File: config.mk
export PLATFORM = sky130hd
export DESIGN_NAME = modem_line_ctl
export DESIGN_NICKNAME = d
export VERILOG_FILES = /design/src/rtl/mlc_pkg.sv /design/src/rtl/mlc_sync.sv /design/src/rtl/mlc_edge_flag.sv /design/src/rtl/mlc_ctl_regs.sv /design/src/rtl/modem_line_ctl.sv
export SDC_FILE = /design/constraint.sdc
export NUM_CORES = 1
export LEC_CHECK = 0
export ABC_AREA = 0
export BUFFER_PORTS_ARGS = -buffer_cell sky130_fd_sc_hd__buf_4
export CORE_UTILIZATION = 43
export DETAILED_ROUTE_END_ITERATION = 7
export GPL_TIMING_DRIVEN = 0
export PLACE_DENSITY = 0.78
export SYNTH_ARGS = -nofsm -noshare
export SYNTH_HDL_FRONTEND = slang
export SYNTH_SLANG_ARGS = --single-unit
File: constraint.sdc
create_clock -name clk -period 1.4 [get_ports clk]
set_input_delay 0.28 -clock clk [delete_from_list [all_inputs] [get_ports clk]]
set_output_delay 0.28 -clock clk [all_outputs]
set_load 0.01 [all_outputs]
File: src/rtl/mlc_pkg.sv
package mlc_pkg;
  localparam int unsigned ADDR_W   = 2;
  localparam int unsigned NUM_PINS = 4;
  localparam int unsigned NUM_EDGE = 2;

  // pin order in the synchronised level vector
  localparam int unsigned PIN_RI  = 0;
  localparam int unsigned PIN_CTS = 1;
  localparam int unsigned PIN_DCD = 2;
  localparam int unsigned PIN_DSR = 3;

  // external-input register fields (edge lines ordered CTS, DCD)
  localparam int unsigned F_LVL = 0;
  localparam int unsigned F_STS = 4;
  localparam int unsigned F_MSK = 6;
  localparam int unsigned F_ANY = 8;

  // line-control register fields
  localparam int unsigned L_DTR  = 0;
  localparam int unsigned L_LOOP = 2;

  // interrupt register fields
  localparam int unsigned I_ENA  = 0;
  localparam int unsigned I_PEND = 1;

  typedef enum logic [ADDR_W-1:0] {
    ADR_LINE = 2'd0,
    ADR_EXT  = 2'd1,
    ADR_IRQ  = 2'd2
  } mlc_addr_e;

  typedef struct packed {
    logic loop_en;
    logic rts_bit;
    logic dtr_bit;
  } line_ctl_t;
endpackage

File: src/rtl/mlc_sync.sv
module mlc_sync #(
  parameter int unsigned WIDTH  = 4,
  parameter int unsigned STAGES = 2,
  parameter logic [WIDTH-1:0] RST_VAL = '1
) (
  input  logic             clk,
  input  logic             rst_n,
  input  logic [WIDTH-1:0] d_i,
  output logic [WIDTH-1:0] q_o
);
  // STAGES must be at least 2
  logic [STAGES-1:0][WIDTH-1:0] stg_q;
  logic [STAGES-1:0][WIDTH-1:0] stg_d;

  always_comb begin
    stg_d = {stg_q[STAGES-2:0], d_i};
  end

  always_ff @(posedge clk or negedge rst_n) begin
    if (!rst_n) begin
      stg_q <= {STAGES{RST_VAL}};
    end else begin
      stg_q <= stg_d;
    end
  end

  assign q_o = stg_q[STAGES-1];
endmodule

File: src/rtl/mlc_edge_flag.sv
module mlc_edge_flag (
  input  logic clk,
  input  logic rst_n,
  input  logic lvl_i,
  input  logic any_mode_i,
  input  logic clr_i,
  output logic status_o
);
  logic prev_q;
  logic sts_q;
  logic sts_d;
  logic fall_w;
  logic rise_w;
  logic hit_w;

  always_comb begin
    fall_w = prev_q & ~lvl_i;
    rise_w = ~prev_q & lvl_i;
    hit_w  = fall_w | (any_mode_i & rise_w);
    // a coinciding edge wins over the clear
    sts_d  = (sts_q & ~clr_i) | hit_w;
  end

  always_ff @(posedge clk or negedge rst_n) begin
    if (!rst_n) begin
      prev_q <= 1'b1;
      sts_q  <= 1'b0;
    end else begin
      prev_q <= lvl_i;
      sts_q  <= sts_d;
    end
  end

  assign status_o = sts_q;
endmodule

File: src/rtl/mlc_ctl_regs.sv
module mlc_ctl_regs
  import mlc_pkg::*;
#(
  parameter int unsigned DATA_W = 16
) (
  input  logic                clk,
  input  logic                rst_n,
  input  logic                wr_en,
  input  logic [ADDR_W-1:0]   addr,
  input  logic [DATA_W-1:0]   wdata,
  output line_ctl_t           line_q,
  output logic [NUM_EDGE-1:0] emask_q,
  output logic [NUM_EDGE-1:0] any_q,
  output logic                irq_ena_q
);
  logic                line_we;
  logic                ext_we;
  logic                irq_we;
  line_ctl_t           line_d;
  logic [NUM_EDGE-1:0] emask_d;
  logic [NUM_EDGE-1:0] any_d;
  logic                irq_ena_d;

  always_comb begin
    line_we   = wr_en && (addr == ADR_LINE);
    ext_we    = wr_en && (addr == ADR_EXT);
    irq_we    = wr_en && (addr == ADR_IRQ);
    line_d    = line_we ? line_ctl_t'(wdata[L_LOOP:L_DTR]) : line_q;
    emask_d   = ext_we ? wdata[F_MSK +: NUM_EDGE] : emask_q;
    any_d     = ext_we ? wdata[F_ANY +: NUM_EDGE] : any_q;
    irq_ena_d = irq_we ? wdata[I_ENA] : irq_ena_q;
  end

  always_ff @(posedge clk or negedge rst_n) begin
    if (!rst_n) begin
      line_q    <= '0;
      emask_q   <= '0;
      any_q     <= '0;
      irq_ena_q <= 1'b0;
    end else begin
      line_q    <= line_d;
      emask_q   <= emask_d;
      any_q     <= any_d;
      irq_ena_q <= irq_ena_d;
    end
  end
endmodule

File: src/rtl/modem_line_ctl.sv
module modem_line_ctl
  import mlc_pkg::*;
#(
  parameter int unsigned DATA_W      = 16,
  parameter int unsigned SYNC_STAGES = 2
) (
  input  logic              clk,
  input  logic              rst_n,
  input  logic              reg_wr,
  input  logic              reg_rd,
  input  logic [1:0]        reg_addr,
  input  logic [DATA_W-1:0] reg_wdata,
  output logic [DATA_W-1:0] reg_rdata,
  input  logic              ri_n_i,
  input  logic              cts_n_i,
  input  logic              dcd_n_i,
  input  logic              dsr_n_i,
  output logic              dtr_n_o,
  output logic              rts_n_o,
  input  logic              tx_i,
  input  logic              rx_pin_i,
  output logic              rx_o,
  output logic              ext_irq_o
);
  logic [1:0]          rst_sq;
  logic                rst_q;
  logic [NUM_PINS-1:0] pins_w;
  logic [NUM_PINS-1:0] lvl_w;
  logic [NUM_EDGE-1:0] sts_w;
  logic [NUM_EDGE-1:0] emask_w;
  logic [NUM_EDGE-1:0] any_w;
  logic                irq_ena_w;
  line_ctl_t           line_w;
  logic                ext_rd_w;
  logic                pend_w;
  logic [DATA_W-1:0]   rdata_d;

  // reset: asserted asynchronously, released on the clock
  always_ff @(posedge clk or negedge rst_n) begin
    if (!rst_n) begin
      rst_sq <= 2'b00;
    end else begin
      rst_sq <= {rst_sq[0], 1'b1};
    end
  end
  assign rst_q = rst_sq[1];

  assign pins_w = {dsr_n_i, dcd_n_i, cts_n_i, ri_n_i};

  mlc_sync #(
    .WIDTH  (NUM_PINS),
    .STAGES (SYNC_STAGES),
    .RST_VAL({NUM_PINS{1'b1}})
  ) sync_i (
    .clk  (clk),
    .rst_n(rst_q),
    .d_i  (pins_w),
    .q_o  (lvl_w)
  );

  mlc_ctl_regs #(.DATA_W(DATA_W)) regs_i (
    .clk      (clk),
    .rst_n    (rst_q),
    .wr_en    (reg_wr),
    .addr     (reg_addr),
    .wdata    (reg_wdata),
    .line_q   (line_w),
    .emask_q  (emask_w),
    .any_q    (any_w),
    .irq_ena_q(irq_ena_w)
  );

  assign ext_rd_w = reg_rd && (reg_addr == ADR_EXT);

  for (genvar g = 0; g < NUM_EDGE; g++) begin : g_edge
    localparam int unsigned PIN_IDX = (g == 0) ? PIN_CTS : PIN_DCD;
    mlc_edge_flag flag_i (
      .clk       (clk),
      .rst_n     (rst_q),
      .lvl_i     (lvl_w[PIN_IDX]),
      .any_mode_i(any_w[g]),
      .clr_i     (ext_rd_w),
      .status_o  (sts_w[g])
    );
  end

  always_comb begin
    pend_w    = |(sts_w & emask_w);
    ext_irq_o = pend_w & irq_ena_w;
    dtr_n_o   = ~line_w.dtr_bit;
    rts_n_o   = ~line_w.rts_bit;
    rx_o      = line_w.loop_en ? tx_i : rx_pin_i;
  end

  always_comb begin
    rdata_d = '0;
    case (reg_addr)
      ADR_LINE: rdata_d[L_LOOP:L_DTR] = line_w;
      ADR_EXT: begin
        rdata_d[F_LVL +: NUM_PINS] = lvl_w;
        rdata_d[F_STS +: NUM_EDGE] = sts_w;
        rdata_d[F_MSK +: NUM_EDGE] = emask_w;
        rdata_d[F_ANY +: NUM_EDGE] = any_w;
      end
      ADR_IRQ: begin
        rdata_d[I_ENA]  = irq_ena_w;
        rdata_d[I_PEND] = pend_w;
      end
      default: rdata_d = '0;
    endcase
  end
  assign reg_rdata = rdata_d;
endmodule

==> metrics <==
run status finished, violations left; failing checks negative setup slack; vias per cell ~4.6; HPWL after DPL around 1.3 mm; # rows 16; Hold Path Class primary input to flop; max-cap violation count 0; synth warn 0; Crit path arrival time ~1.3 ns; worst supply voltage drop on vdd 0.000781 V; post-synthesis instance area about 920 um2; met2 track demand over resource in global routing between 30 and 40%; sequential area share after synthesis between 60% and 70%; sequential cell fraction of total power between 50 and 60%; CP Capture Point reg_rdata[1]; clock power share around a quarter; H-tree depth 1; post-synthesis sequential element count 22; met1 GRT Util a little under a fifth; total via count after detailed routing roughly 700; initial standard-cell utilization of the core 46.4%; instance count of the mapped netlist 75; first-pass detailed-route iteration total 2; startpoint type of the worst setup path flop; clock buffers created by TritonCTS 3; initial antenna violation count 0; final routed wire length divided by cell count between 10 and 15 um; num ports 48; setup slack of the most critical reg-to-reg path 0.29 ns; Netlist cell types 22; required time of the critical path ~1.1 ns; final antenna diode count 0; Leak 0.652 nW; Setup Viol. Count Final 4; internal portion of total power roughly 1.1 mW; Clock Path Buffers 2; critical register-to-register path endpoint g_edge[1].flag_i.status_o; worst setup path start regs_i.emask_q[0]; start of the worst register-to-register path sync_i.q_o[2]; wire length reported by the detailed router between 1.5 and 2 mm; buffers added on ports 31; CTS tree yes; overall routing resource usage approximately 16%; first-pass GRT wire length approximately 2.5 mm; switching part of the total roughly 25%; clock root buffer sky130_fd_sc_hd__clkbuf_4; actual slew at the worst max-slew pin roughly 0.76 ns; maximum fanout along the worst path 2; slowest cell delay on critical path between 0.4 and 0.5 ns; final-layout worst hold slack just over 0.07 ns; kind of capture point of the worst setup path output pin; GR peak layer met2; total chip power ~1.4 mW; number of cells on the worst reg-to-reg path 3; mean area per synthesized cell 12.3 um2; Slowest cell on crit path sky130_fd_sc_hd__dfrtp_1; met3 track utilization from global routing 3.33%; RSZ-0062 raised after global routing yes; Die Y-Extent 48.2 um; number of clock sinks 22; total die area roughly 2300 um2; worst slew slack as a fraction of its limit between 40 and 50%; Area growth syn-to-layout 43.8%; maximum clock rate between 600 and 700 MHz; combinational fraction of design power 22.9%; WS Path Type flop to output pin; Skew-Pair Late Insertion Delay roughly 0.30 ns; number of max-slew violations in the final report 0; clk slew on worst S/H paths 0.12 ns; vias in the first global route between 600 and 700; crit path cell chain a22oi_2 -> a211oi_2 -> a21o_1 -> buf_6; power per standard cell area ~1100 nW/um2; pin count of the biggest net entering global routing 21; period utilisation layout 115%; gr ovfl total 0; final hold viol count 0; post-layout worst setup margin -0.214 ns; count of nets after finishing 150; Residual DRC 0; DRC violation total after the first TritonRoute iteration 6; pre-CTS setup slack between 0.05 and 0.06 ns; fraction of layout instances using a drive strength above 1 53.7%; floorplan core area 1980 um2; GP Congestion slightly below 0.7; horizontal extent of the die approximately 48 um; antenna-violating nets left 0; minimum clock period ~1.6 ns; switching power summed over all nets ~0.36 mW; Setup Skew between 0.003 and 0.004 ns
==> synth_stat cells (all sizes together) <==
library cell	n	share of area (%)
nand3b	1	0.82
inv	4	1.6
a221o	2	2.2
o21ai	3	1.6
and2	7	4.8
conb	2	0.82
nor3b	1	1.4
buf	8	6.3
mux2	7	8.6
nand2	7	3.1
nor2	4	1.6
dfrtp	12	33
nor2b	2	1.4
dfstp	10	29
a21o	1	0.82
a211oi	1	0.82
mux2i	2	2.2
a22oi	1	0.82
==> what timing repair did <==
item                                   CTS  global route
pin swaps                                2             3
endpoints found under the hold margin    2             0
gates resized for setup                  5             4
buffers inserted                         3             2
hold buffers                             1             0
setup endpoints to repair                4             6
==> routing by layer <==
metal / vias to the layer above / share of wire, %
li1: 324 / -
met1: 333 / 38
met3: 2 / 4.6
met4: 0 / 0.80
met2: 24 / 56
met5: - / 0
==> worst max-delay path, delay by kind of cell (launching register included) <==
family,cells,cell delay (ns)
buf+inv,1,0.12
flops,1,0.41
compound gates,3,0.50
==> power groups by stage <==
stage          registers [mW]  logic, mW  clock network (mW)
2_1_floorplan           0.762      0.148                   0
3_3_place_gp            0.772      0.264                   0
3_5_place_dp            0.779      0.273                   0
4_1_cts                 0.769      0.311               0.349
5_1_grt                 0.780      0.364               0.376
6_report                0.768      0.329               0.341
==> final cells by class <==
cell class | instances | area (um2)
fill | 181 | 659
tap | 27 | 33.8
clock buffer | 4 | 36.3
timing repair buffer | 37 | 295
buffer | 8 | 57.6
sequential | 22 | 563
multi-input combinational | 46 | 322
inverter | 4 | 15.0
==> cells in the final DEF, fill, tap and decap left out <==
cell type | synthesis | routed
sky130_fd_sc_hd__buf_4 | 7 | 39
sky130_fd_sc_hd__dfrtp_1 | 12 | 12
sky130_fd_sc_hd__dfstp_2 | 10 | 10
sky130_fd_sc_hd__conb_1 | 2 | 7
sky130_fd_sc_hd__and2_1 | 7 | 6
sky130_fd_sc_hd__mux2_1 | 6 | 6
sky130_fd_sc_hd__nand2_1 | 6 | 5
sky130_fd_sc_hd__nor2_1 | 4 | 4
sky130_fd_sc_hd__inv_1 | 4 | 4
sky130_fd_sc_hd__buf_6 | 0 | 4
sky130_fd_sc_hd__clkbuf_4 | 0 | 3
sky130_fd_sc_hd__mux2i_1 | 2 | 2
sky130_fd_sc_hd__nor2b_1 | 2 | 2
sky130_fd_sc_hd__nand2_2 | 1 | 2
sky130_fd_sc_hd__a221o_1 | 2 | 2
sky130_fd_sc_hd__o21ai_0 | 2 | 2
sky130_fd_sc_hd__buf_2 | 1 | 1
sky130_fd_sc_hd__o21ai_1 | 1 | 1
sky130_fd_sc_hd__a22oi_2 | 0 | 1
sky130_fd_sc_hd__a211oi_2 | 0 | 1
sky130_fd_sc_hd__a21o_1 | 1 | 1
sky130_fd_sc_hd__and2_4 | 0 | 1
sky130_fd_sc_hd__mux2_4 | 0 | 1
sky130_fd_sc_hd__nor3b_2 | 1 | 1
sky130_fd_sc_hd__nand3b_1 | 1 | 1
sky130_fd_sc_hd__clkbuf_8 | 0 | 1
sky130_fd_sc_hd__dlygate4sd3_1 | 0 | 1
==> cell families (layout without fill, tap and decap cells) <==
| kind of cell | count (synthesis) | in the layout | synth area share, % |
|---|---|---|---|
| buf+inv | 12 | 53 | 7.89 |
| other cells | 2 | 7 | 0.817 |
| compound gates | 8 | 8 | 6.26 |
| flops | 22 | 22 | 61.2 |
| mux | 9 | 9 | 10.7 |
| simple gates | 22 | 22 | 13.1 |
==> registers in the layout (all words and copies together) (netlist names) <==
register                count
sync_i.q_o                  4
sync_i.stg_d                4
regs_i.line_q               3
g_edge.flag_i.prev_q        2
g_edge.flag_i.status_o      2
regs_i.any_q                2
regs_i.emask_q              2
rst_sq                      2
regs_i.irq_ena_q            1
==> worst min path at each step <==
stage          depth (start not counted)    start  slack, ns         endpoint
3_3_place_gp                           1    rst_n       0.06        rst_sq[0]
5_1_grt                                1  cts_n_i       0.05  sync_i.stg_d[5]
2_1_floorplan                          0    rst_n      -0.02        rst_sq[0]
6_report                               1  dcd_n_i       0.07  sync_i.stg_d[6]
3_5_place_dp                           1    rst_n       0.06        rst_sq[1]
4_1_cts                                1  dcd_n_i       0.07  sync_i.stg_d[6]
==> through the flow <==
step	util [%]	instances	setup TNS (ns)	cell area, um2
6_report	66.7	148	-0.406	1320
5_1_grt	66.7	148	-0.662	1320
3_5_place_dp	60.8	138	0	1200
4_1_cts	65.3	146	-0.408	1290
3_3_place_gp	60.8	138	0	1200
2_1_floorplan	-	80	0	938
Power figures use the tool's default switching activity.
